===== config.mk =====
export PLATFORM = sky130hd
export DESIGN_NAME = touch_key_mgr
export DESIGN_NICKNAME = d
export VERILOG_FILES = /design/src/rtl/tkm_pkg.sv /design/src/rtl/tkm_tick_timer.sv /design/src/rtl/tkm_hold_limit.sv /design/src/rtl/tkm_arbiter.sv /design/src/rtl/tkm_out_enc.sv /design/src/rtl/touch_key_mgr.sv
export SDC_FILE = /design/constraint.sdc
export NUM_CORES = 1
export LEC_CHECK = 0
export CORE_UTILIZATION = 55
export DETAILED_ROUTE_END_ITERATION = 16
export HOLD_SLACK_MARGIN = 0.03
export PLACE_DENSITY = 0.78
export REMOVE_ABC_BUFFERS = 1
export SLEW_MARGIN = 5
export SYNTH_ARGS = -nofsm -noshare
export SYNTH_HDL_FRONTEND = slang
export SYNTH_SLANG_ARGS = --single-unit

===== constraint.sdc =====
create_clock -name clk -period 10.03 [get_ports clk]
set_clock_uncertainty 0.2 [all_clocks]
set_input_delay 2.006 -clock clk [delete_from_list [all_inputs] [get_ports clk]]
set_output_delay 2.006 -clock clk [all_outputs]
set_load 0.05 [all_outputs]

===== src/rtl/tkm_pkg.sv =====
package tkm_pkg;
  typedef enum logic {
    STYLE_PUSHPULL = 1'b0,
    STYLE_OPEN     = 1'b1
  } drive_style_e;
endpackage


===== src/rtl/tkm_tick_timer.sv =====
module tkm_tick_timer #(
  parameter int LIMIT = 4
) (
  input  logic clk,
  input  logic rst_n,
  input  logic clr,
  input  logic step,
  output logic hit
);
  localparam int W = $clog2(LIMIT + 1);
  localparam logic [W-1:0] LAST = W'(LIMIT - 1);

  logic [W-1:0] cnt_q, cnt_d;

  assign hit = step & ~clr & (cnt_q == LAST);

  always_comb begin
    cnt_d = cnt_q;
    if (clr)        cnt_d = '0;
    else if (step)  cnt_d = hit ? '0 : cnt_q + 1'b1;
  end

  always_ff @(posedge clk or negedge rst_n) begin
    if (!rst_n) cnt_q <= '0;
    else        cnt_q <= cnt_d;
  end

  AST_TIMER_BOUND: assert property (@(posedge clk) disable iff (!rst_n)
    cnt_q <= LAST);
endmodule


===== src/rtl/tkm_hold_limit.sv =====
module tkm_hold_limit #(
  parameter int LIMIT = 8
) (
  input  logic clk,
  input  logic rst_n,
  input  logic pad_on,
  input  logic tick,
  input  logic enable,
  output logic locked,
  output logic expire
);
  localparam int W = $clog2(LIMIT + 1);
  localparam logic [W-1:0] LAST = W'(LIMIT - 1);

  logic [W-1:0] cnt_q, cnt_d;
  logic         lock_q, lock_d;
  logic         at_end;

  assign at_end = (cnt_q == LAST);
  assign expire = pad_on & tick & ~lock_q & at_end & enable;
  assign locked = lock_q;

  always_comb begin
    cnt_d  = cnt_q;
    lock_d = lock_q;
    if (!pad_on) begin
      cnt_d  = '0;
      lock_d = 1'b0;
    end else if (tick && !lock_q) begin
      if (!at_end)      cnt_d  = cnt_q + 1'b1;
      else if (enable)  lock_d = 1'b1;
    end
  end

  always_ff @(posedge clk or negedge rst_n) begin
    if (!rst_n) begin
      cnt_q  <= '0;
      lock_q <= 1'b0;
    end else begin
      cnt_q  <= cnt_d;
      lock_q <= lock_d;
    end
  end

  AST_LOCK_HOLDS: assert property (@(posedge clk) disable iff (!rst_n)
    (lock_q && pad_on) |=> lock_q);
endmodule


===== src/rtl/tkm_arbiter.sv =====
module tkm_arbiter #(
  parameter int N = 16
) (
  input  logic [N-1:0] eligible,
  input  logic         multi,
  output logic [N-1:0] pick
);
  logic [N-1:0] lowest;

  always_comb begin
    lowest = '0;
    for (int i = N - 1; i >= 0; i--) begin
      if (eligible[i]) begin
        lowest    = '0;
        lowest[i] = 1'b1;
      end
    end
    pick = multi ? eligible : lowest;
  end
endmodule


===== src/rtl/tkm_out_enc.sv =====
module tkm_out_enc
  import tkm_pkg::*;
#(
  parameter int N = 8
) (
  input  logic [N-1:0]  keys,
  input  logic          wide,
  input  logic          invert,
  input  drive_style_e  style,
  output logic [N-1:0]  oe,
  output logic [N-1:0]  lvl
);
  always_comb begin
    if (wide) begin
      oe  = '0;
      lvl = '0;
    end else if (style == STYLE_OPEN) begin
      oe  = keys;
      lvl = {N{invert}};
    end else begin
      oe  = '1;
      lvl = keys ^ {N{invert}};
    end
  end
endmodule


===== src/rtl/touch_key_mgr.sv =====
module touch_key_mgr
  import tkm_pkg::*;
#(
  parameter int NPAD         = 16,
  parameter int DIRECT       = 8,
  parameter int SETTLE_TICKS = 500,
  parameter int KEYON_TICKS  = 80000,
  parameter int IDLE_TICKS   = 4000
) (
  input  logic              clk,
  input  logic              rst_n,
  input  logic              tick,
  input  logic [NPAD-1:0]   pad_raw,
  input  logic              cfg_wide,
  input  logic              cfg_multi,
  input  logic              cfg_hold_limit,
  input  logic              cfg_invert,
  input  logic              cfg_open,
  output logic [NPAD-1:0]   key_status,
  output logic [DIRECT-1:0] direct_oe,
  output logic [DIRECT-1:0] direct_lvl,
  output logic              data_valid,
  output logic              recal_req
);
  localparam logic [NPAD-1:0] NARROW_MASK = {{(NPAD-DIRECT){1'b0}}, {DIRECT{1'b1}}};

  // reset: asserted asynchronously, released on a clock edge
  logic [1:0] rst_pipe;
  logic       rst_s;
  always_ff @(posedge clk or negedge rst_n) begin
    if (!rst_n) rst_pipe <= 2'b00;
    else        rst_pipe <= {rst_pipe[0], 1'b1};
  end
  assign rst_s = rst_pipe[1];

  // power-on settling blackout
  logic settled_q, settled_d, settle_hit;
  tkm_tick_timer #(.LIMIT(SETTLE_TICKS)) u_settle (
    .clk(clk), .rst_n(rst_s), .clr(1'b0),
    .step(tick & ~settled_q), .hit(settle_hit)
  );
  assign settled_d = settled_q | settle_hit;

  // eligible pads
  logic [NPAD-1:0] lane_mask, pad_on, lock_vec, expire_vec, eligible, pick;
  assign lane_mask = cfg_wide ? '1 : NARROW_MASK;
  assign pad_on    = settled_q ? (pad_raw & lane_mask) : '0;

  for (genvar g = 0; g < NPAD; g++) begin : g_hold
    tkm_hold_limit #(.LIMIT(KEYON_TICKS)) u_hold (
      .clk(clk), .rst_n(rst_s), .pad_on(pad_on[g]), .tick(tick),
      .enable(cfg_hold_limit), .locked(lock_vec[g]), .expire(expire_vec[g])
    );
  end

  assign eligible = pad_on & ~lock_vec;

  tkm_arbiter #(.N(NPAD)) u_arb (
    .eligible(eligible), .multi(cfg_multi), .pick(pick)
  );

  // idle recalibration timer
  logic idle_hit;
  tkm_tick_timer #(.LIMIT(IDLE_TICKS)) u_idle (
    .clk(clk), .rst_n(rst_s), .clr(~settled_q | (|eligible)),
    .step(tick), .hit(idle_hit)
  );

  // next state and registers
  logic [NPAD-1:0] key_q, key_d;
  logic            recal_q, recal_d;
  always_comb begin
    key_d   = pick;
    recal_d = idle_hit | (|expire_vec);
  end

  always_ff @(posedge clk or negedge rst_s) begin
    if (!rst_s) begin
      key_q     <= '0;
      recal_q   <= 1'b0;
      settled_q <= 1'b0;
    end else begin
      key_q     <= key_d;
      recal_q   <= recal_d;
      settled_q <= settled_d;
    end
  end

  tkm_out_enc #(.N(DIRECT)) u_enc (
    .keys(key_q[DIRECT-1:0]), .wide(cfg_wide), .invert(cfg_invert),
    .style(drive_style_e'(cfg_open)), .oe(direct_oe), .lvl(direct_lvl)
  );

  assign key_status = key_q;
  assign recal_req  = recal_q;
  assign data_valid = (|key_q) ^ cfg_invert;

  AST_BLACKOUT_QUIET: assert property (@(posedge clk) disable iff (!rst_s)
    !settled_q |-> (key_q == '0 && !recal_q));
  AST_SETTLE_KEEPS: assert property (@(posedge clk) disable iff (!rst_s)
    settled_q |=> settled_q);
  AST_NARROW_UPPER: assert property (@(posedge clk) disable iff (!rst_s)
    !$past(cfg_wide) |-> key_q[NPAD-1:DIRECT] == '0);
  AST_SINGLE_ONEHOT: assert property (@(posedge clk) disable iff (!rst_s)
    !$past(cfg_multi) |-> $onehot0(key_q));
endmodule


== After elaboration in Yosys (flattened, before gate mapping) ==
Index checks and enable logic that the tools add are counted.
Cells by class
  add/sub/neg operators: 18
  eq/ne operators: 82
  multiplexer cells: 124
  bitwise operators: 94
  reductions and logical operators: 68
Operator list (count)
  $mux 17: 48
  $mux 16: 19
  $add 17x1->17 const B: 16
  $eq 17x17->1 const B: 16
  $and 1x1->1: 68
  $ne 2x1->1 const B: 32
  $ne 2x2->1 const B: 32
  $mux 1: 49
  $reduce_and 3->1: 16
  $reduce_or 16->1: 3
  $mux 12: 3
  $and 16x16->16: 2
  $mux 8: 4
  $reduce_and 2->1: 16
  $not 1->1: 18
  $logic_and 1x1->1: 16
  $logic_not 1->1: 16
  $not 16->16: 1
  $add 12x1->12 const B: 1
  $eq 12x12->1 const B: 1
  $add 9x1->9 const B: 1
  $eq 9x9->1 const B: 1
  $mux 9: 1
  $xor 8x8->8: 1
  other kinds (3): 5
Word-level totals
  register bits: 329
  input bits: 24
  output and inout bits: 34
  logic and storage cells: 424

== Logic depth before layout (Yosys ltp) ==
Gate-level depths: netlist of run 1.
  depth in word-level cells: 21
  gate-level depth with buffers: 9
  gate-level depth less buffers: 7

== Cells and area by module ==
Synthesis of run 1 repeated with hierarchy kept, for this count alone.
Unflattened totals
  cells, all modules: 2006
  area, all modules: 18531.5 um^2
By module, submodules not included
  tkm_hold_limit at g_hold[0].u_hold ...: instances 15, cells each 106, area each 988.4 um^2, seq. area each 450.4 um^2
  tkm_hold_limit at g_hold[1].u_hold: instances 1, cells each 110, area each 1032.2 um^2, seq. area each 450.4 um^2
  touch_key_mgr: instances 1, cells each 96, area each 950.9 um^2, seq. area each 500.5 um^2
  tkm_tick_timer at u_idle: instances 1, cells each 68, area each 684.4 um^2, seq. area each 300.3 um^2
  tkm_tick_timer at u_settle: instances 1, cells each 59, area each 530.5 um^2, seq. area each 225.2 um^2
  tkm_arbiter: instances 1, cells each 45, area each 261.5 um^2, seq. area each 0.0 um^2
  tkm_out_enc: instances 1, cells each 38, area each 245.2 um^2, seq. area each 0.0 um^2

== Worst setup path after synthesis of run 1 ==
OpenSTA, ideal clock, no wires.
  path kind: input to output
  start point: input port cfg_open
  end point: output port direct_lvl[5]
  arrival time: 3390 ps
  required time: 7824 ps
  path slack: 4434 ps
  stages: 4
  buffers on the path: 2
  cell sequence: clkbuf_1 -> clkbuf_1 -> o21ai_0 -> a21oi_1
Between the ends
  longest elaborated chain between the ends: 2
RTL lines
  from (decl): RTL line touch_key_mgr.sv:18  | input logic cfg_open,
  $mux 8: RTL line tkm_out_enc.sv:17  | end else if (style == STYLE_OPEN) begin
  $mux 8: RTL line tkm_out_enc.sv:14  | if (wide) begin
  to (decl): RTL line touch_key_mgr.sv:21  | output logic [DIRECT-1:0] direct_lvl,
No other way between the ends.

== Worst setup path in the final report of run 1 ==
  start point: input port cfg_open
  end point: output port direct_lvl[2]
The elaborated chain is that of the path after synthesis.

==> results of run 1 <==
-- cell type report --
class	instances	area [sq um]	share of cell area, %
Inverter	43	161	0.839
Clock buffer	50	1040	5.43
Timing Repair Buffer	65	631	3.28
Sequential cell	329	8240	42.8
Tap cell	396	495	2.58
Clock inverter	11	165	0.858
Antenna cell	1	2.50	0.0130
Multi-Input combinational cell	1406	8500	44.2
-- worst max-delay path by stage --
| stage | startpoint | end | slack (ns) |
|---|---|---|---|
| 6_report | cfg_open | direct_lvl[2] | 3.27 |
| 5_1_grt | cfg_open | direct_lvl[1] | 3.12 |
| 4_1_cts | cfg_open | direct_lvl[2] | 3.26 |
| 3_5_place_dp | cfg_open | direct_lvl[2] | 3.26 |
| 3_3_place_gp | cfg_open | direct_lvl[0] | 3.31 |
| 2_1_floorplan | rst_pipe[1]$_DFF_PN0_ | g_hold[0].u_hold.cnt_q[0]$_DFFE_PN0P_ | -0.02 |
-- routing by layer --
metal	wire length, microns	vias up	track usage, %
li1	-	6536	-
met1	17500	6696	33.5
met2	18000	322	39.7
met3	2010	59	4.33
met4	793	2	7.17
met5	11	-	0
-- registers in the layout, indices dropped and copies added, names as in the netlist --
name                  count
key_status               16
u_settle.cnt_q            9
g_hold.u_hold.cnt_q     272
g_hold.u_hold.locked     16
rst_pipe                  2
recal_req                 1
settled_q                 1
u_idle.cnt_q             12
-- worst max-delay path, cell delays in order --
cell	delay, ns
clkdlybuf4s50_1	0.97
or3_1	0.59
a21oi_1	0.15
clkdlybuf4s50_1	0.82
-- where the power goes --
group	internal [mW]	switching, mW
registers	1.34	0.0136
logic	0.0314	0.0772
clock network	0.828	0.527
-- logic make-up after synthesis --
group	count (synthesis)	synth area share (%)
adders and majority gates	18	1.31
and+or+nand+nor	891	26.0
AOI/OAI and AO/OA	250	9.64
buffers and inverters	106	2.47
DFF	329	48.0
other	1	0.0219
xor gates and xnor gates	239	12.2
muxes	7	0.408
-- stage by stage --
step,worst slack (ns),power [mW],hold WS (ns),cells
global route,3.12,2.91,0.153,2301
detailed placement,3.26,1.49,0.139,2239
CTS,3.26,2.84,0.141,2300
finish,3.27,2.82,0.117,2301
global placement,3.31,1.48,0.136,2239
floorplan,-0.0182,1.44,0.131,1778
-- placed cells by master (no fill, tap or decap), types with 24 or more instances in the layout --
| cell | count |
|---|---|
| o21ai_0 | 47 |
| dfrtp_1 | 328 |
| and4_1 | 24 |
| xnor2_1 | 90 |
| clkdlybuf4s50_1 | 57 |
| nor2_1 | 332 |
| inv_1 | 42 |
| and3_1 | 51 |
| a211oi_1 | 24 |
| or3_1 | 41 |
| a21oi_1 | 77 |
| nand4_1 | 67 |
| nand2_1 | 133 |
| xor2_1 | 149 |
| nand3_1 | 97 |
| clkbuf_16 | 37 |
| nor3_1 | 42 |
==> impl_metrics.env, run 1 <==
export IMPL_gp_congestion=0.847
export IMPL_setup_viol=0
export IMPL_post_route_util_pct=62.7
export IMPL_syn_area_sq_mm=0.0172
export IMPL_via_per_inst=5.92
export IMPL_nFillCells=2479
export IMPL_cellLeakagePower_nw=7.60
export IMPL_wl_per_cell_microns=16.6
export IMPL_power_density_mw_per_mm2=146
export IMPL_drc=0
export IMPL_hold_path_class="reg -> async"
export IMPL_worst_ep_arrival_time_ns=4.56
export IMPL_drive_above_1_share_pct=4.78
export IMPL_fin_area_sq_mm=0.0192
export IMPL_io_buffers=57
export IMPL_fin_crit_sh_pct=67.4
export IMPL_tightestPinTransition_ns=1.22
export IMPL_cts_hold_buf=0
export IMPL_cts_tree="done"
export IMPL_grtUsageTotal_pct=24.4
export IMPL_finalHoldViolCount=0
export IMPL_grt_pass1_wl_microns=63500
export IMPL_path_clk_slew_ns=0.06
export IMPL_synth_edf_count=0
export IMPL_rrSetupSlack_ns=6.58
export IMPL_die_y_microns=179
export IMPL_ir_drop_uv=102
export IMPL_clock_latency_ns=0.51
export IMPL_fin_nets=1923
export IMPL_synth_cells=1841
export IMPL_grt_pass1_vias=13157
export IMPL_ys_seq_area_share_pct=48.0
export IMPL_final_antenna_net_count=0
export IMPL_synth_warnings=0
export IMPL_root_buffer="clkbuf_16"
export IMPL_synth_ff_latch_count=329
export IMPL_dieArea_sq_mm=0.0319
export IMPL_cts_buffers=36
export IMPL_synth_cell_types=78
export IMPL_htree_levels=2
export IMPL_area_growth_pct=12.1
export IMPL_synth_top_area_share_pct=48.0
export IMPL_synthTopCellsByCount="nor2_1, dfrtp_1, xor2_1, nand2_1, nand3_1"
export IMPL_clock_fmax_mhz=148
export IMPL_synth_most_common_cell="nor2_1"
export IMPL_synth_top_area_cell="dfrtp_1"
export IMPL_cts_setup_buffers=0
export IMPL_end_kind="primary output"
export IMPL_cp_start_kind="input pin"
export IMPL_die_w_microns=179
export IMPL_timing_setup_tns_ns=0
export IMPL_postPlaceCellArea_sq_mm=0.0180
export IMPL_max_slew_margin_rel_pct=17.9
export IMPL_synth_flop_cell="dfrtp_1"
export IMPL_synthTopCellsByArea="dfrtp_1, xor2_1, nor2_1, xnor2_1, nand2_1"
export IMPL_maxCapViolCount=0
export IMPL_cp_data_required_time_ns=7.82
export IMPL_cts_sinks=329
export IMPL_grt_setup_unrepaired="false"
export IMPL_async_reset_ff_share_pct=100
export IMPL_post_cts_resized=0
export IMPL_path_class="in -> out"
export IMPL_drv_slew=0
export IMPL_r2r_cells=7
export IMPL_antenna_found_initial=2
export IMPL_core_region_area_sq_mm=0.0307
export IMPL_start_util_pct=56.0
export IMPL_post_dp_hpwl_microns=25400
export IMPL_ios=58
export IMPL_rows=64
export IMPL_drt_first_iter_violations=929
export IMPL_r2r_start="settled_q$_DFF_PN0_"
export IMPL_crit_fanout=24
export IMPL_grt_overflow_total=0
export IMPL_dr_pass1_iters=8
export IMPL_grt_max_degree=81
export IMPL_drt_wl_total_microns=38300
export IMPL_vias=13615
export IMPL_reg2reg_to="g_hold[7].u_hold.cnt_q[16]$_DFFE_PN0P_"
export IMPL_finalCriticalPeriod_ns=6.76
export IMPL_postSynthAreaPerCell_sq_um=9.32
export IMPL_status="finished, final reports clean"
export IMPL_clockBufferDepth=3
Note: power is estimated with default switching activity, not from simulation.
==> inputs of run 2 (changes only) <==
Settings changed: PLACE_DENSITY 0.78 to 0.75.
Clock period 10.03 ns to 6.9 ns, I/O delays scaled along.
==> run 2 against run 1 <==
Compared with the run above:
- cell count grew 0.26%
- count of clock-buffer cells in the layout grew 5
- clock power up 55%
- global-route usage up 0.19 points
- first-iteration DRC count is 4.5% lower
- total power increased by 50%
- combinational power increased by 42%
- hold slack gained 0.035 ns
- die area unchanged
- sequential power increased by 46%
- critical path type unchanged
==> impl_metrics.env, run 2 (synthesis gave the netlist of run 1 again) <==
export IMPL_holdWs_ns=0.153
export IMPL_ff_latch_area_sq_mm=0.00824
export IMPL_grt_overflow_total=0
export IMPL_grt_max_degree=191
export IMPL_drive_above_1_share_pct=5.23
export IMPL_fin_area_sq_mm=0.0194
export IMPL_largest_register="g_hold.u_hold.cnt_q"
export IMPL_setup_viol=0
export IMPL_cp_data_required_time_ns=5.32
export IMPL_clock_fmax_mhz=182
export IMPL_area_growth_pct=12.9
export IMPL_setup_ws_ns=1.42
export IMPL_largest_reg_flops=272
export IMPL_finalCriticalPeriod_ns=5.48
export IMPL_path_buf_inv=2
export IMPL_max_slew_margin_rel_pct=28.4
export IMPL_drt_first_iter_violations=887
export IMPL_worst_ep_arrival_time_ns=3.90
export IMPL_cts_tree="done"
export IMPL_dr_pass1_iters=5
export IMPL_pre_cts_slack_ns=1.42
export IMPL_status="finished, final reports clean"
export IMPL_clockBufferDepth=3
export IMPL_final_antenna_net_count=0
export IMPL_cts_setup_buffers=0
export IMPL_die_y_microns=179
export IMPL_post_route_util_pct=63.2
export IMPL_cpPeakStageDelay_ns=0.90
export IMPL_critPathTopFamily="buffers and inverters"
export IMPL_maxCapViolCount=0
export IMPL_cellLeakagePower_nw=7.69
export IMPL_drv_slew=0
export IMPL_cp_slowest_cell="clkdlybuf4s50_1"
export IMPL_wl_per_cell_microns=16.4
export IMPL_core_region_area_sq_mm=0.0307
export IMPL_io_buffers=57
export IMPL_start_util_pct=56.0
export IMPL_cts_sinks=329
export IMPL_cp_start_kind="input pin"
export IMPL_post_dp_hpwl_microns=25300
export IMPL_htree_levels=2
export IMPL_end_kind="primary output"
export IMPL_crit_fanout=24
export IMPL_layout_commonest_cell="nor2_1"
export IMPL_ir_drop_uv=166
export IMPL_postPlaceCellArea_sq_mm=0.0180
export IMPL_ios=58
export IMPL_fin_crit_sh_pct=79.5
export IMPL_crit_top_cell="clkdlybuf4s50_1"
export IMPL_nFillCells=2535
export IMPL_drt_wl_total_microns=37900
export IMPL_grt_setup_unrepaired="false"
export IMPL_vias=13492
export IMPL_hold_path_class="reg -> reg"
export IMPL_clock_latency_ns=0.52
export IMPL_cts_buffers=38
export IMPL_fin_nets=1925
export IMPL_grt_pass1_wl_microns=64000
export IMPL_dieArea_sq_mm=0.0319
export IMPL_die_w_microns=179
export IMPL_grtUsageTotal_pct=24.6
export IMPL_tightestPinTransition_ns=1.07
export IMPL_finalHoldViolCount=0
export IMPL_root_buffer="clkbuf_16"
export IMPL_drc=0
export IMPL_via_per_inst=5.85
export IMPL_gp_congestion=0.829
export IMPL_antenna_found_initial=0
export IMPL_multi_input_comb_area_sq_mm=0.00850
export IMPL_path_class="in -> out"
export IMPL_post_cts_resized=0
export IMPL_rows=64
export IMPL_antenna_cells=0
export IMPL_grt_pass1_vias=13159
export IMPL_power_density_mw_per_mm2=219
export IMPL_cts_hold_buf=0
export IMPL_final_cell_mix="nor2_1, dfrtp_1, xor2_1"
export IMPL_crit_chain="clkdlybuf4s50_1, or3_1, a21oi_1, clkdlybuf4s50_1"
export IMPL_path_clk_slew_ns=0.06
export IMPL_timing_setup_tns_ns=0
-- run 2: power by group --
group	switching [mW]	internal [mW]
sequential	0.0223	1.94
combinational	0.109	0.0461
clock	0.798	1.31
total	0.929	3.30
-- run 2: through the flow --
| stage | std cells | total power [mW] |
|---|---|---|
| final | 2307 | 4.23 |
| after global routing | 2307 | 4.36 |
| after CTS | 2307 | 4.28 |
| after detailed placement | 2239 | 2.16 |
| after global placement | 2239 | 2.16 |
| after floorplan | 1778 | 2.09 |
-- run 2: path summary, 6_finish.rpt --
path	from	to	slack, ns	depth (start not counted)
max in group asynchronous	rst_pipe[1]$_DFF_PN0_	g_hold[2].u_hold.cnt_q[6]$_DFFE_PN0P_	4.74	1
worst min register to register	rst_pipe[0]$_DFF_PN0_	rst_pipe[1]$_DFF_PN0_	0.15	0
worst min-delay path	rst_pipe[0]$_DFF_PN0_	rst_pipe[1]$_DFF_PN0_	0.15	0
worst max register to register	settled_q$_DFF_PN0_	u_idle.cnt_q[3]$_DFFE_PN0P_	3.54	6
worst max-delay path	cfg_open	direct_lvl[6]	1.42	4
min in group asynchronous	rst_pipe[1]$_DFF_PN0_	g_hold[4].u_hold.cnt_q[4]$_DFFE_PN0P_	0.22	0
-- run 2: final cells by class --
cell class                 count  area share, %
clock inverter                13          0.891
multi-input combinational   1406           43.9
clock buffer                  55           5.97
sequential                   329           42.5
tap                          396           2.56
timing repair buffer          65           3.32
inverter                      43          0.833
-- run 2: worst reg2reg max path, cell delays in order, from the launching register on --
cell and delay, ns:
dfrtp_1 0.55, buf_4 0.31, nand3_1 0.65, nor2_1 0.21
a211oi_1 0.34, nand4_1 0.58, a311oi_1 0.43
-- run 2: routing by layer --
metal  track usage [%]  share of wire, %  vias up
met5                 0                 0        -
met2              40.3                47      267
li1                  -                 -     6547
met4              6.25               1.8        0
met1              34.4                46     6623
met3              3.64               5.6       55
==> inputs of run 3 (changes only) <==
Settings changed: PLACE_DENSITY 0.75 to 0.78.
Clock period 6.9 ns to 4.9 ns, I/O delays scaled along.
==> run 3 against run 2 <==
Compared with the run above:
- sequential share of layout area rose by 0.15 points
- setup slack got worse by 0.76 ns
- clock power rose by 31%
- first-iteration DRC count rose by 6.0%
- sequential power rose by 41%
- global-route usage rose by 0.29 points
- critical path depth did not move
- via count rose by 0.56%
- register-to-register slack got worse by 2.0 ns
- critical endpoint is now data_valid
- largest cell class unchanged
==> impl_metrics.env, run 3 (synthesis gave the netlist of run 1 again) <==
export IMPL_clock_fmax_mhz=236
export IMPL_cp_data_required_time_ns=3.72
export IMPL_final_cell_mix="nor2_1, dfrtp_1, xor2_1"
export IMPL_ir_drop_uv=219
export IMPL_grt_setup_unrepaired="false"
export IMPL_grt_pass1_wl_microns=64700
export IMPL_fin_crit_sh_pct=86.6
export IMPL_maxCapViolCount=0
export IMPL_vias=13568
export IMPL_dp_cells=2249
export IMPL_layout_commonest_cell="nor2_1"
export IMPL_cts_buffers=37
export IMPL_worst_ep_arrival_time_ns=3.06
export IMPL_die_w_microns=179
export IMPL_gp_congestion=0.865
export IMPL_clkPwrFrac_pct=48.0
export IMPL_antenna_cells=0
export IMPL_tightestPinTransition_ns=0.895
export IMPL_fin_area_sq_mm=0.0193
export IMPL_finalHoldViolCount=0
export IMPL_setup_ws_ns=0.656
export IMPL_path_class="reg -> out"
export IMPL_largest_reg_flops=272
export IMPL_power_internal_mw=4.46
export IMPL_comb_power_share_pct=3.9
export IMPL_drv_slew=0
export IMPL_rows=64
export IMPL_post_dp_hpwl_microns=26200
export IMPL_drt_first_iter_violations=940
export IMPL_grt_max_degree=117
export IMPL_drt_wl_total_microns=38500
export IMPL_pre_cts_slack_ns=0.868
export IMPL_cts_sinks=329
export IMPL_cts_hold_buf=0
export IMPL_postPlaceCellArea_sq_mm=0.0181
export IMPL_crit_start="key_status[10]$_DFF_PN0_"
export IMPL_grt_pass1_vias=13225
export IMPL_cellLeakagePower_nw=7.70
export IMPL_cts_setup_buffers=0
export IMPL_grtUsageTotal_pct=24.9
export IMPL_antenna_found_initial=0
export IMPL_status="finished, final reports clean"
export IMPL_die_y_microns=179
export IMPL_area_growth_pct=12.5
export IMPL_clock_latency_ns=0.52
export IMPL_rrSetupSlack_ns=1.52
export IMPL_timing_setup_tns_ns=0
export IMPL_reg2reg_to="g_hold[7].u_hold.cnt_q[16]$_DFFE_PN0P_"
export IMPL_holdWs_ns=0.104
export IMPL_finalCriticalPeriod_ns=4.24
export IMPL_drive_above_1_share_pct=6.31
export IMPL_crit_fanout=2
export IMPL_seqPwrFrac_pct=48.1
export IMPL_start_util_pct=56.0
export IMPL_p_sw_share_pct=22.4
export IMPL_grt_overflow_total=0
export IMPL_dieArea_sq_mm=0.0319
export IMPL_p_sw_mw=1.29
export IMPL_cp_start_kind="flip-flop"
export IMPL_final_antenna_net_count=0
export IMPL_htree_levels=2
export IMPL_final_cells=2313
export IMPL_core_region_area_sq_mm=0.0307
export IMPL_cts_tree="done"
export IMPL_max_slew_margin_rel_pct=40.3
export IMPL_root_buffer="clkbuf_16"
export IMPL_clockBufferDepth=3
export IMPL_ios=58
export IMPL_path_clk_slew_ns=0.06
export IMPL_via_per_inst=5.87
export IMPL_wl_per_cell_microns=16.6
export IMPL_fin_nets=1934
export IMPL_end_kind="primary output"
export IMPL_r2r_cells=6
export IMPL_post_cts_resized=0
export IMPL_dr_pass1_iters=5
export IMPL_p_total_mw=5.75
export IMPL_setup_viol=0
export IMPL_io_buffers=57
export IMPL_drc=0
export IMPL_r2r_start="settled_q$_DFF_PN0_"
export IMPL_power_density_mw_per_mm2=298
export IMPL_post_route_util_pct=62.9
export IMPL_largest_register="g_hold.u_hold.cnt_q"
export IMPL_hold_path_class="reg -> async"
[run 3: cell types whose count changed in the layout (fill, tap and decap cells not counted), moves of 2 or more]
cell             delta
clkinvlp_4          +2
buf_4              +25
clkbuf_8            -5
bufinv_16           -2
clkdlybuf4s50_1    -16
[run 3: worst max-delay path by stage]
stage                     cells after the start  slack, ns                                      to
final                                         4       0.66                              data_valid
after CTS                                     4       0.73                              data_valid
after detailed placement                      7       0.87  g_hold[7].u_hold.cnt_q[16]$_DFFE_PN0P_
after global placement                        4       0.90                           direct_lvl[6]
after floorplan                               0      -5.15   g_hold[0].u_hold.cnt_q[0]$_DFFE_PN0P_
after global routing                          4       0.59                              data_valid
[run 3: critical path: stages, from the launching register on]
cell and delay, ns:
dfrtp_1 0.42, nor4_1 0.68, nand4_1 0.22, xor2_1 0.35, clkdlybuf4s50_1 0.87
[run 3: area by class of cell]
cell class / count / area, sq um
clock buffers: 51 / 1090
clock inverters: 13 / 124
fillers: 2492 / 11400
inverters: 43 / 161
multi-input cells: 1406 / 8500
flip-flops and latches: 329 / 8240
well taps: 396 / 495
repair buffers: 75 / 691
[run 3: power by group through the flow]
stage	logic, mW	registers [mW]	clock network [mW]
5_1_grt	0.249	2.77	2.92
4_1_cts	0.227	2.77	2.81
2_1_floorplan	0.0977	2.84	0
3_3_place_gp	0.221	2.81	0
3_5_place_dp	0.226	2.82	0
6_report	0.225	2.77	2.76
[run 3: layer usage]
metal / vias to the layer above / wire, microns / global-route usage (%)
li1: 6555 / - / -
met1: 6641 / 17400 / 34.2
met2: 312 / 18100 / 40.9
met3: 60 / 2160 / 4.07
met4: 0 / 859 / 6.85
met5: - / 0 / 0
